[src/rtl/bbl_pkg.sv]
package bbl_pkg;
  typedef enum logic [1:0] {DEC_NONE = 2'd0, DEC_UP = 2'd1, DEC_DN = 2'd2} dec_e;

  // three-sample early/late rule
  function automatic dec_e classify(input logic a, input logic t, input logic b);
    if (a == b)      return DEC_NONE;
    else if (a == t) return DEC_DN;
    else             return DEC_UP;
  endfunction
endpackage

[src/rtl/bbl_decider.sv]
module bbl_decider
  import bbl_pkg::*;
(
  input  logic clk_i,
  input  logic rst_ni,
  input  logic valid_i,
  input  logic a_i,
  input  logic t_i,
  input  logic b_i,
  input  logic freeze_i,
  output logic up_o,
  output logic dn_o,
  output logic data_o
);
  dec_e dec;
  logic act;

  assign dec = classify(a_i, t_i, b_i);
  assign act = valid_i && !freeze_i;

  always_ff @(posedge clk_i or negedge rst_ni) begin
    if (!rst_ni) begin
      up_o   <= 1'b0;
      dn_o   <= 1'b0;
      data_o <= 1'b0;
    end else begin
      up_o <= act && (dec == DEC_UP);
      dn_o <= act && (dec == DEC_DN);
      if (valid_i) data_o <= a_i;
    end
  end

  assert_no_edge_R1: assert property (@(posedge clk_i) disable iff (!rst_ni)
    (valid_i && a_i == b_i) |=> (!up_o && !dn_o));
  assert_early_dn_R2: assert property (@(posedge clk_i) disable iff (!rst_ni)
    (act && a_i == t_i && b_i != t_i) |=> (dn_o && !up_o));
  assert_late_up_R3: assert property (@(posedge clk_i) disable iff (!rst_ni)
    (act && b_i == t_i && a_i != t_i) |=> (up_o && !dn_o));
  assert_data_hold_R4: assert property (@(posedge clk_i) disable iff (!rst_ni)
    !valid_i |=> $stable(data_o));
  assert_idle_gap_R5: assert property (@(posedge clk_i) disable iff (!rst_ni)
    !valid_i |=> (!up_o && !dn_o));
  assert_freeze_R6: assert property (@(posedge clk_i) disable iff (!rst_ni)
    freeze_i |=> (!up_o && !dn_o));
endmodule

[src/rtl/bbl_integrator.sv]
module bbl_integrator #(
  parameter int INT_W = 16,
  parameter int KI_W  = 8
) (
  input  logic                    clk_i,
  input  logic                    rst_ni,
  input  logic                    up_i,
  input  logic                    dn_i,
  input  logic [KI_W-1:0]         ki_i,
  input  logic signed [INT_W-1:0] lim_hi_i,
  input  logic signed [INT_W-1:0] lim_lo_i,
  output logic signed [INT_W-1:0] acc_o
);
  localparam int EXT_W = INT_W + 2;

  logic signed [EXT_W-1:0] acc_x, step_x, sum_x, hi_x, lo_x;
  logic signed [INT_W-1:0] acc_d;

  assign acc_x  = EXT_W'(acc_o);
  assign step_x = $signed({{(EXT_W-KI_W){1'b0}}, ki_i});
  assign hi_x   = EXT_W'(lim_hi_i);
  assign lo_x   = EXT_W'(lim_lo_i);

  always_comb begin
    if (up_i)      sum_x = acc_x + step_x;
    else if (dn_i) sum_x = acc_x - step_x;
    else           sum_x = acc_x;
    if (sum_x > hi_x)      acc_d = lim_hi_i;
    else if (sum_x < lo_x) acc_d = lim_lo_i;
    else                   acc_d = sum_x[INT_W-1:0];
  end

  always_ff @(posedge clk_i or negedge rst_ni) begin
    if (!rst_ni)            acc_o <= '0;
    else if (up_i || dn_i)  acc_o <= acc_d;
  end

  assert_hold_R7: assert property (@(posedge clk_i) disable iff (!rst_ni)
    (!up_i && !dn_i) |=> $stable(acc_o));
  assert_sat_hi_R8: assert property (@(posedge clk_i) disable iff (!rst_ni)
    (up_i && lim_lo_i <= lim_hi_i && acc_o <= lim_hi_i) |=> (acc_o <= $past(lim_hi_i)));
  assert_sat_lo_R8: assert property (@(posedge clk_i) disable iff (!rst_ni)
    (dn_i && lim_lo_i <= lim_hi_i && acc_o >= lim_lo_i) |=> (acc_o >= $past(lim_lo_i)));
endmodule

[src/rtl/bbl_ctrl_mix.sv]
module bbl_ctrl_mix #(
  parameter int INT_W = 16,
  parameter int KP_W  = 8
) (
  input  logic                  clk_i,
  input  logic                  rst_ni,
  input  logic                  up_i,
  input  logic                  dn_i,
  input  logic [KP_W-1:0]       kp_i,
  input  logic signed [INT_W-1:0] acc_i,
  output logic signed [INT_W:0] ctrl_o
);
  localparam int CW = INT_W + 1;

  logic signed [CW-1:0] base, kp_x;

  assign base = CW'(acc_i);
  assign kp_x = $signed({{(CW-KP_W){1'b0}}, kp_i});

  always_comb begin
    if (up_i)      ctrl_o = base + kp_x;
    else if (dn_i) ctrl_o = base - kp_x;
    else           ctrl_o = base;
  end

  assert_no_offset_R9: assert property (@(posedge clk_i) disable iff (!rst_ni)
    (!up_i && !dn_i) |-> (ctrl_o == CW'(acc_i)));
endmodule

[src/rtl/bangbang_loop.sv]
module bangbang_loop #(
  parameter int INT_W = 16,
  parameter int KP_W  = 8,
  parameter int KI_W  = 8
) (
  input  logic                    clk_i,
  input  logic                    rst_ni,
  input  logic                    valid_i,
  input  logic                    samp_a_i,
  input  logic                    samp_t_i,
  input  logic                    samp_b_i,
  input  logic                    freeze_i,
  input  logic [KP_W-1:0]         kp_i,
  input  logic [KI_W-1:0]         ki_i,
  input  logic signed [INT_W-1:0] lim_hi_i,
  input  logic signed [INT_W-1:0] lim_lo_i,
  output logic                    up_o,
  output logic                    dn_o,
  output logic                    data_o,
  output logic signed [INT_W-1:0] freq_word_o,
  output logic signed [INT_W:0]   ctrl_word_o
);
  bbl_decider u_dec (
    .clk_i, .rst_ni, .valid_i,
    .a_i(samp_a_i), .t_i(samp_t_i), .b_i(samp_b_i),
    .freeze_i, .up_o, .dn_o, .data_o
  );

  bbl_integrator #(.INT_W(INT_W), .KI_W(KI_W)) u_int (
    .clk_i, .rst_ni, .up_i(up_o), .dn_i(dn_o), .ki_i,
    .lim_hi_i, .lim_lo_i, .acc_o(freq_word_o)
  );

  bbl_ctrl_mix #(.INT_W(INT_W), .KP_W(KP_W)) u_mix (
    .clk_i, .rst_ni, .up_i(up_o), .dn_i(dn_o), .kp_i,
    .acc_i(freq_word_o), .ctrl_o(ctrl_word_o)
  );

  assert_onehot_R2: assert property (@(posedge clk_i) disable iff (!rst_ni)
    $onehot0({up_o, dn_o}));
endmodule

[config.mk]
export PLATFORM = sky130hd
export DESIGN_NAME = bangbang_loop
export DESIGN_NICKNAME = d
export VERILOG_FILES = /design/src/rtl/bbl_pkg.sv /design/src/rtl/bbl_decider.sv /design/src/rtl/bbl_integrator.sv /design/src/rtl/bbl_ctrl_mix.sv /design/src/rtl/bangbang_loop.sv
export SDC_FILE = /design/constraint.sdc
export NUM_CORES = 1
export LEC_CHECK = 0
export ABC_AREA = 1
export BUFFER_PORTS_ARGS = -buffer_cell sky130_fd_sc_hd__buf_2
export CORE_ASPECT_RATIO = 0.75
export CORE_MARGIN = 2
export CORE_UTILIZATION = 40
export CTS_CLUSTER_DIAMETER = 200
export DETAILED_ROUTE_END_ITERATION = 8
export HOLD_SLACK_MARGIN = 0.06
export REMOVE_ABC_BUFFERS = 1
export SYNTH_ARGS = -nofsm -noshare
export SYNTH_HDL_FRONTEND = slang
export SYNTH_SLANG_ARGS = --single-unit
[constraint.sdc]
create_clock -name clk_i -period 3.7 [get_ports clk_i]
set_input_delay 0.185 -clock clk_i [delete_from_list [all_inputs] [get_ports clk_i]]
set_output_delay 0.185 -clock clk_i [all_outputs]
set_load 0.02 [all_outputs]
==> metrics.yaml, run 1 <==
slew_violations: 0
vias_per_cell: 5.22
setup_viol: 0
totalWireLength_um: 15900
grt_max_degree: 27
grt_pass1_vias: 4927
synthArstFlopShare: 1.00
final_util: 0.513
drtPass1Iterations: 5
slew_headroom: 0.616
final_antenna_net_count: 0
dieArea_um2: 12000
synth_warnings: 0
vias: 5327
die_h_um: 95.3
max_freq_mhz: 280
yosys.area.top_type_share: 0.202
synth-seq-cells: 19
path_max_fanout: 8
run_status: "finished, final reports clean"
yosysTopAreaCell: "nand2_1"
leakagePower_nw: 3.23
core_um2: 10900
place.gp.congestion: 0.965
yosys.cell_types.count: 43
finalCritPeriodShare: 0.964
synth-edff-count: 0
drt-initial-drc-count: 383
drive_gt1_frac: 0.217
pwr-share-clk: 0.053
pwr-share-comb: 0.841
seqPwrFrac: 0.105
intPower_mw: 1.81
ir_drop_mv: 0.331
hold_path.class: "in2reg"
startpoint_type: "register"
grt-ovfl-total: 0
cellPowerDensity_nw_per_um2: 802
cts_max_level: 1
critPathCaptureType: "register"
ys_dominant_reg_cell: "dfrtp_1"
rsz0062_at_grt: "yes"
cts_buffers: 3
synth_cells: 772
clk_path_buf_depth: 2
rows: 33
clock_sinks: 19
worstPathRequired_ns: 3.85
die_w_um: 126
period_minus_slack_ns: 3.57
r2r_start: "u_int.acc_o[0]"
grt_pass1_wl_um: 24600
clockRootBuffer: "clkbuf_16"
switching_share: 0.595
max-cap-violations: 0
synthTopCellsByArea: "nand2_1 (20%), ha_1 (18%), inv_1 (11%)"
synthMostInstantiatedCell: "nand2_1"
port_buffers: 90
min_from: "valid_i"
antenna_cells: 0
tightest_slew_ns: 0.577
dpl_cell_area_um2: 5110
power.switching_mw: 2.66
area_growth_pct: 25.3
syn-cell-area_um2: 4450
antenna_found_initial: 0
path_clk_slew_ns: 0.06
final_hold_viol_count: 0
clkLatencyLatePin_ns: 0.26
synth_common_cells: "nand2_1 (239), inv_1 (134), nand3_1 (79), ha_1 (65), a21oi_1 (54)"
critPathKind: "reg2reg"
finalNetCount: 1006
syn_avg_cell_area_um2: 5.76
start_util: 0.409
drt-wirelength-per-cell_um: 15.5
crit_start: "u_int.acc_o[0]"
ios: 91
grt_usage: 0.255
yosysSeqAreaShare: 0.107
worstPathArrival_ns: 3.71
cts_tree: "done"
detailed_place_hpwl_um: 13000
fin_area_um2: 5570
fin_skew_ns: 0.00270
drc_errors: 0
==> area by class of cell <==
class                      instances  area (µm²)
tap                              140         175
sequential                        19         479
clock inverter                     1        5.00
clock buffer                       3        75.1
inverter                         138         518
multi-input combinational        600        3630
fill                            1173        5290
timing repair buffer             120         693
==> power groups by stage <==
stage	logic, mW	registers, mW	clock network (mW)
detailed placement	3.30	0.461	0
global route	4.19	0.484	0.247
global placement	3.26	0.456	0
floorplan	2.16	0.548	0
finish	3.76	0.471	0.237
CTS	3.34	0.459	0.236
==> layer usage <==
metal  track usage  up-vias  routed length [µm]
li1              -     2688                   -
met1         0.365     2452                7680
met2         0.412      175                6850
met3        0.0483       12                1180
met4        0.0330        0                 165
met5             0        -                   0
==> metrics by stage <==
stage | hold slack (ns) | TNS [ns] | total power [mW] | instances | setup WS, ns
after global placement | 0.151 | 0 | 3.72 | 1003 | 0.0480
final | 0.196 | 0 | 4.47 | 1021 | 0.132
after detailed placement | 0.163 | -0.0726 | 3.77 | 1003 | -0.0726
after global routing | 0.191 | -0.193 | 4.92 | 1021 | -0.0578
after CTS | 0.193 | 0 | 4.03 | 1008 | 0.0537
after floorplan | -0.111 | 0 | 2.71 | 755 | 0.294
==> state kept, by name, summed over array words and instances (netlist names) <==
name and cells:
u_dec.up_o 1, u_dec.dn_o 1, u_dec.data_o 1, u_int.acc_o 16
==> worst max-delay path: stages (launching register included) <==
cell,delay (ns)
dfrtp_1,0.41
inv_1,0.09
ha_1,0.14
inv_1,0.06
fa_2,0.35
nand2_2,0.08
nand2_2,0.08
nand3_4,0.12
nand4_1,0.16
buf_4,0.19
o32ai_4,0.28
buf_6,0.14
ha_4,0.15
nand3_1,0.09
nand3b_1,0.19
nor2_1,0.14
nand2_2,0.09
nand4_1,0.15
buf_6,0.14
nand2_4,0.10
nand2_1,0.08
nand2_1,0.05
o21ai_1,0.12
nand2_1,0.07
==> repair_timing <==
action | CTS | global route
setup endpoints to repair | 3 | 16
pin swaps | 0 | 17
cloned | 0 | 2
hold endpoints to repair | 19 | 0
hold buffers | 1 | 0
setup buffers | 0 | 11
gates resized for setup | 3 | 63
==> cells by family after synthesis <==
kind of cell | share of synthesized area
simple gates | 0.397
buf+inv | 0.138
compound gates | 0.125
fa+ha+maj | 0.201
flops | 0.107
xor+xnor | 0.0296
mux | 0.00253
==> path summary, 6_finish.rpt <==
path	end	slack (ns)	depth (start not counted)
worst max-delay path	u_int.acc_o[11]	0.13	23
worst min-delay path	u_dec.data_o	0.20	2
worst max register to register	u_int.acc_o[11]	0.13	23
worst min register to register	u_dec.data_o	0.54	1
max in group asynchronous	u_int.acc_o[5]	2.95	2
min in group asynchronous	u_int.acc_o[11]	0.40	2
==> cells in the final DEF, fill, tap and decap left out, types with 2 or more instances in the layout <==
cell | Yosys | routed
buf_4 | 3 | 25
nand4_1 | 14 | 14
nand2_2 | 5 | 13
dfrtp_1 | 19 | 16
buf_2 | 5 | 90
a21oi_1 | 54 | 49
or2_2 | 3 | 3
a31oi_1 | 4 | 4
a21o_1 | 3 | 3
inv_2 | 3 | 7
nand2_1 | 239 | 229
inv_1 | 134 | 130
nand3_1 | 79 | 72
fa_2 | 0 | 2
buf_6 | 2 | 4
and2_1 | 3 | 2
fa_1 | 4 | 2
xor2_1 | 12 | 11
nor3_2 | 1 | 2
nor2_1 | 53 | 48
nand3_2 | 1 | 7
nand3b_1 | 3 | 3
a21oi_2 | 1 | 5
clkbuf_16 | 0 | 3
ha_1 | 65 | 57
nand2_4 | 1 | 5
xnor2_1 | 3 | 3
nor2_2 | 0 | 5
dfrtp_2 | 0 | 3
ha_4 | 0 | 7
o21bai_1 | 6 | 6
o21ai_0 | 23 | 22
nor3_1 | 10 | 9
Power figures use the tool's default switching activity.
==> run 2, diff against run 1 <==
--- a/config.mk
+++ b/config.mk
@@ -13,6 +13,7 @@
 export CTS_CLUSTER_DIAMETER = 200
 export DETAILED_ROUTE_END_ITERATION = 8
 export HOLD_SLACK_MARGIN = 0.06
+export PLACE_DENSITY_LB_ADDON = 0.25
 export REMOVE_ABC_BUFFERS = 1
 export SYNTH_ARGS = -nofsm -noshare
 export SYNTH_HDL_FRONTEND = slang
==> metrics.yaml, run 2 (synthesized netlist as in run 1, its figures left out) <==
run_status: "finished, final reports clean"
cts_tree: "done"
die_h_um: 95.3
path_buf_inv: 6
setup_tns_ns: 0
fin_area_um2: 5420
intPower_mw: 1.72
crit_slowest_cell: "dfrtp_1"
dieArea_um2: 12000
vias_per_cell: 5.07
path_max_fanout: 7
cts_buffers: 3
rows: 33
switching_share: 0.593
fin_skew_ns: 0.00211
grt_max_degree: 26
finalNetCount: 998
die_w_um: 126
r2r-end: "u_int.acc_o[15]"
grt_pass1_wl_um: 22100
clk_path_buf_depth: 2
setup_viol: 0
dp.cells: 1004
grt-ovfl-total: 0
regMostFlops: "u_int.acc_o"
clkLatencyLatePin_ns: 0.25
critPathKind: "reg2reg"
critPathCaptureType: "register"
whs_path_depth: 2
final_hold_viol_count: 0
worstPathRequired_ns: 3.85
crit_cells: 22
tightest_slew_ns: 0.582
antenna_cells: 0
start_util: 0.409
max_stage_delay_ns: 0.42
max_freq_mhz: 282
port_buffers: 90
fin_cells: 1013
drt-initial-drc-count: 327
seqPwrFrac: 0.108
rrSetupSlack_ns: 0.16
path_clk_slew_ns: 0.05
vias: 5140
clock_sinks: 19
r2r.worst_path.cells: 22
final_common_cell: "nand2_1"
ir_drop_mv: 0.368
crit_family: "simple AND/OR/NAND/NOR gates"
path_common_cell: "nand2_1"
drive_gt1_frac: 0.192
core_um2: 10900
pwr-share-comb: 0.838
cp_cell_sequence: "inv_2 > ha_1 > inv_1 > fa_2 > nand2_2 > nand2_2 > nand3_4 > nand4_1 > o32ai_4 > buf_4 > ha_1 > nand3_2 > inv_1 > a21oi_1 > nand3_1 > a21oi_4 > buf_6 > nand2_1 > inv_1 > nand2_1 > nand2_1 > nand2_1"
ios: 91
crit_end: "u_int.acc_o[15]"
place.gp.congestion: 0.919
drtPass1Iterations: 5
dpl_cell_area_um2: 5120
final_cell_mix: "nand2_1 (231), inv_1 (132), buf_2 (91)"
r2r_start: "u_int.acc_o[0]"
slew_violations: 0
cellPowerDensity_nw_per_um2: 780
clockRootBuffer: "clkbuf_16"
power.switching_mw: 2.51
hold_path.class: "in2reg"
startpoint_type: "register"
final_antenna_net_count: 0
cts_max_level: 1
max-cap-violations: 0
drc_errors: 0
largest_reg_flops: 16
drt-wirelength-per-cell_um: 13.7
area_growth_pct: 21.8
totalWireLength_um: 13800
antenna_found_initial: 0
worstPathArrival_ns: 3.69
crit_start: "u_int.acc_o[0]"
pwr-share-clk: 0.053
period_minus_slack_ns: 3.54
grt_pass1_vias: 4512
detailed_place_hpwl_um: 11400
slew_headroom: 0.612
leakagePower_nw: 3.17
finalCritPeriodShare: 0.958
grt_usage: 0.225
[run 2: changes by cell type in the layout (fill, tap and decap cells not counted), moves of 2 or more]
| cell | before | now |
|---|---|---|
| ha_1 | 57 | 60 |
| ha_4 | 7 | 3 |
| a21oi_1 | 49 | 51 |
| nand2_1 | 229 | 231 |
| nor2_2 | 5 | 2 |
| inv_1 | 130 | 132 |
| inv_2 | 7 | 5 |
| a21oi_2 | 5 | 3 |
| nor2_1 | 48 | 51 |
| buf_4 | 25 | 19 |
| nand3_1 | 72 | 74 |
| nand2_2 | 13 | 11 |
| nand3_2 | 7 | 5 |
| buf_6 | 4 | 2 |
[run 2: layout make-up]
type,instances,area [µm²]
Inverter,138,518
Tap cell,140,175
Fill cell,1170,5440
Multi-Input combinational cell,599,3530
Sequential cell,19,480
Timing Repair Buffer,113,631
Clock buffer,4,78.8
[run 2: how the worst min path moves through the flow]
| stage | slack [ns] | start | to |
|---|---|---|---|
| final | 0.20 | valid_i | u_dec.data_o |
| after global routing | 0.19 | valid_i | u_dec.data_o |
| after CTS | 0.19 | valid_i | u_dec.data_o |
| after detailed placement | 0.15 | rst_ni | u_int.acc_o[10] |
| after global placement | 0.15 | rst_ni | u_int.acc_o[10] |
| after floorplan | -0.11 | rst_ni | u_dec.data_o |
[run 2: repair_timing]
item	4_1_cts	5_1_grt
pin swaps	0	14
gates cloned	0	2
endpoints found under the hold margin	19	0
hold buffers	1	0
buffers inserted	0	2
resized for setup	1	45
endpoints found under the setup margin	15	16
[run 2: through the flow]
| step | utilization | total power [mW] | setup slack (ns) | hold slack, ns |
|---|---|---|---|---|
| floorplan | - | 2.71 | 0.294 | -0.111 |
| global placement | 0.471 | 3.69 | 0.0846 | 0.146 |
| detailed placement | 0.471 | 3.71 | -0.0909 | 0.150 |
| CTS | 0.480 | 3.96 | 0.0378 | 0.192 |
| global route | 0.499 | 4.69 | -0.0749 | 0.192 |
| finish | 0.499 | 4.22 | 0.156 | 0.195 |
[run 2: power by group through the flow]
stage	registers, mW	logic [mW]	clock network (mW)
after floorplan	0.548	2.16	0
after global placement	0.451	3.24	0
after detailed placement	0.447	3.26	0
after CTS	0.445	3.28	0.229
after global routing	0.474	3.98	0.240
final	0.458	3.54	0.226
[run 2: layer usage]
metal  wire (µm)  up-vias  track usage
li1            -     2675            -
met4          57        0      0.00641
met3         950        8       0.0337
met2        5810      171        0.359
met5           0        -            0
met1        7020     2286        0.339
[run 2: worst register-to-register path, delay by kind of cell (launching register included)]
| kind | cells | cell delay, ns |
|---|---|---|
| simple gates | 10 | 0.92 |
| buf+inv | 6 | 0.55 |
| flops | 1 | 0.42 |
| compound gates | 3 | 0.80 |
| fa+ha+maj | 3 | 0.75 |
==> run 3, diff against run 2 <==
--- a/config.mk
+++ b/config.mk
@@ -7,13 +7,12 @@
 export LEC_CHECK = 0
 export ABC_AREA = 1
 export BUFFER_PORTS_ARGS = -buffer_cell sky130_fd_sc_hd__buf_2
-export CORE_ASPECT_RATIO = 0.75
 export CORE_MARGIN = 2
 export CORE_UTILIZATION = 40
 export CTS_CLUSTER_DIAMETER = 200
 export DETAILED_ROUTE_END_ITERATION = 8
 export HOLD_SLACK_MARGIN = 0.06
-export PLACE_DENSITY_LB_ADDON = 0.25
+export PLACE_DENSITY = 0.61
 export REMOVE_ABC_BUFFERS = 1
 export SYNTH_ARGS = -nofsm -noshare
 export SYNTH_HDL_FRONTEND = slang
==> metrics.yaml, run 3 (synthesized netlist as in run 1, its figures left out) <==
r2r.worst_path.cells: 18
fin_skew_ns: 0.00696
final_cell_mix: "nand2_1 (230), inv_1 (130), buf_2 (90)"
seq_area_um2: 478
rrSetupSlack_ns: 0.07
antenna_cells: 0
max_stage_delay_ns: 0.43
path_clk_slew_ns: 0.07
drt-wirelength-per-cell_um: 14.4
final_antenna_net_count: 0
final_hold_viol_count: 0
dp.cells: 1007
detailed_place_hpwl_um: 12200
r2r-end: "u_int.acc_o[10]"
totalWireLength_um: 14800
rows: 38
largest_reg_flops: 16
ir_drop_mv: 0.285
vias: 5196
setup_viol: 0
vias_per_cell: 5.07
crit_end: "u_int.acc_o[10]"
worstPathRequired_ns: 3.83
finalCritPeriodShare: 0.980
final_util: 0.508
drive_gt1_frac: 0.209
clk_path_buf_depth: 2
path_max_fanout: 8
die_h_um: 109
crit_slowest_cell: "o32ai_4"
regMostFlops: "u_int.acc_o"
drtPass1Iterations: 6
slew_violations: 0
max-cap-violations: 0
critPathCaptureType: "register"
antenna_found_initial: 0
grt-ovfl-total: 0
clock_sinks: 19
slew_headroom: 0.525
fillerInstances: 1178
cts_tree: "done"
r2r_start: "u_int.acc_o[0]"
drc_errors: 0
place.gp.congestion: 0.910
leakagePower_nw: 3.21
cts_buffers: 3
period_minus_slack_ns: 3.63
hold_path.class: "in2reg"
port_buffers: 90
finalNetCount: 1009
die_w_um: 109
grt_pass1_vias: 4855
cellPowerDensity_nw_per_um2: 777
critPathKind: "reg2reg"
clockRootBuffer: "clkbuf_8"
start_util: 0.410
area_growth_pct: 24.0
crit_start: "u_int.acc_o[0]"
grt_max_degree: 25
cts_max_level: 1
ios: 91
clkLatencyLatePin_ns: 0.25
multi_input_area_um2: 3580
core_um2: 10800
cp_cell_sequence: "inv_2 > ha_1 > inv_1 > fa_2 > nand2_2 > nand2_2 > nand3_4 > nand4_1 > o32ai_4 > ha_4 > buf_4 > a21o_1 > nor2_1 > nand4_1 > nand2_4 > nor2_1 > o21ai_1 > nand2_1"
tightest_slew_ns: 0.712
grt_usage: 0.240
dieArea_um2: 12000
worstPathArrival_ns: 3.76
startpoint_type: "register"
drt-initial-drc-count: 303
max_freq_mhz: 276
grt_pass1_wl_um: 23000
run_status: "finished, final reports clean"
final_common_cell: "nand2_1"
fin_cells: 1024
## run 3: cell types whose count changed in the layout (fill, tap and decap cells not counted), moves of 3 or more
cell	delta
buf_4	+12
ha_1	-4
clkbuf_16	-3
clkbuf_8	+3
ha_4	+3
## run 3: how the worst min path moves through the flow
stage	from	endpoint	slack, ns	cells after the start
floorplan	rst_ni	u_dec.data_o	-0.11	0
global route	valid_i	u_dec.data_o	0.20	2
global placement	rst_ni	u_dec.dn_o	0.15	1
finish	valid_i	u_dec.data_o	0.20	2
detailed placement	rst_ni	u_dec.dn_o	0.14	1
CTS	valid_i	u_dec.data_o	0.19	2
## run 3: what timing repair did
action | 4_1_cts | 5_1_grt
endpoints found under the setup margin | 16 | 16
pin swaps | 0 | 18
hold buffers | 1 | 0
endpoints found under the hold margin | 19 | 0
setup buffers | 0 | 11
gates resized for setup | 2 | 53
cloned | 0 | 1
## run 3: cell type report
| cell class | instances | share of cell area |
|---|---|---|
| repair buffers | 124 | 0.130 |
| flip-flops and latches | 19 | 0.0867 |
| inverters | 138 | 0.0940 |
| clock buffers | 4 | 0.00817 |
| multi-input cells | 599 | 0.649 |
| well taps | 140 | 0.0318 |
## run 3: per-layer routing
layer / wire, µm / global-route usage / vias to the layer above
li1: - / - / 2699
met1: 6980 / 0.330 / 2331
met2: 6850 / 0.410 / 146
met5: 0 / 0 / -
met3: 625 / 0.00771 / 20
met4: 320 / 0.0696 / 0
## run 3: power by group
| part | switching, mW | internal [mW] |
|---|---|---|
| Combinational | 2.33 | 1.35 |
| Sequential | 0.158 | 0.297 |
| Clock | 0.0623 | 0.0763 |
## run 3: stage by stage
step / setup slack [ns] / cell area, µm² / total power, mW / setup TNS (ns) / hold slack (ns)
after floorplan: 0.294 / 4350 / 2.71 / 0 / -0.111
after global placement: 0.0352 / 5140 / 3.71 / 0 / 0.146
after detailed placement: -0.0917 / 5140 / 3.75 / -0.344 / 0.145
after CTS: 0.0106 / 5200 / 3.92 / 0 / 0.194
after global routing: -0.0500 / 5510 / 4.74 / -0.324 / 0.204
final: 0.0749 / 5510 / 4.28 / 0 / 0.198
## run 3: worst max-delay path: cells and delay by family (launching register included)
kind | cells | cell delay, ns
simple gates | 9 | 1.28
fa+ha+maj | 3 | 0.77
compound gates | 3 | 0.73
flops | 1 | 0.42
buf+inv | 3 | 0.28
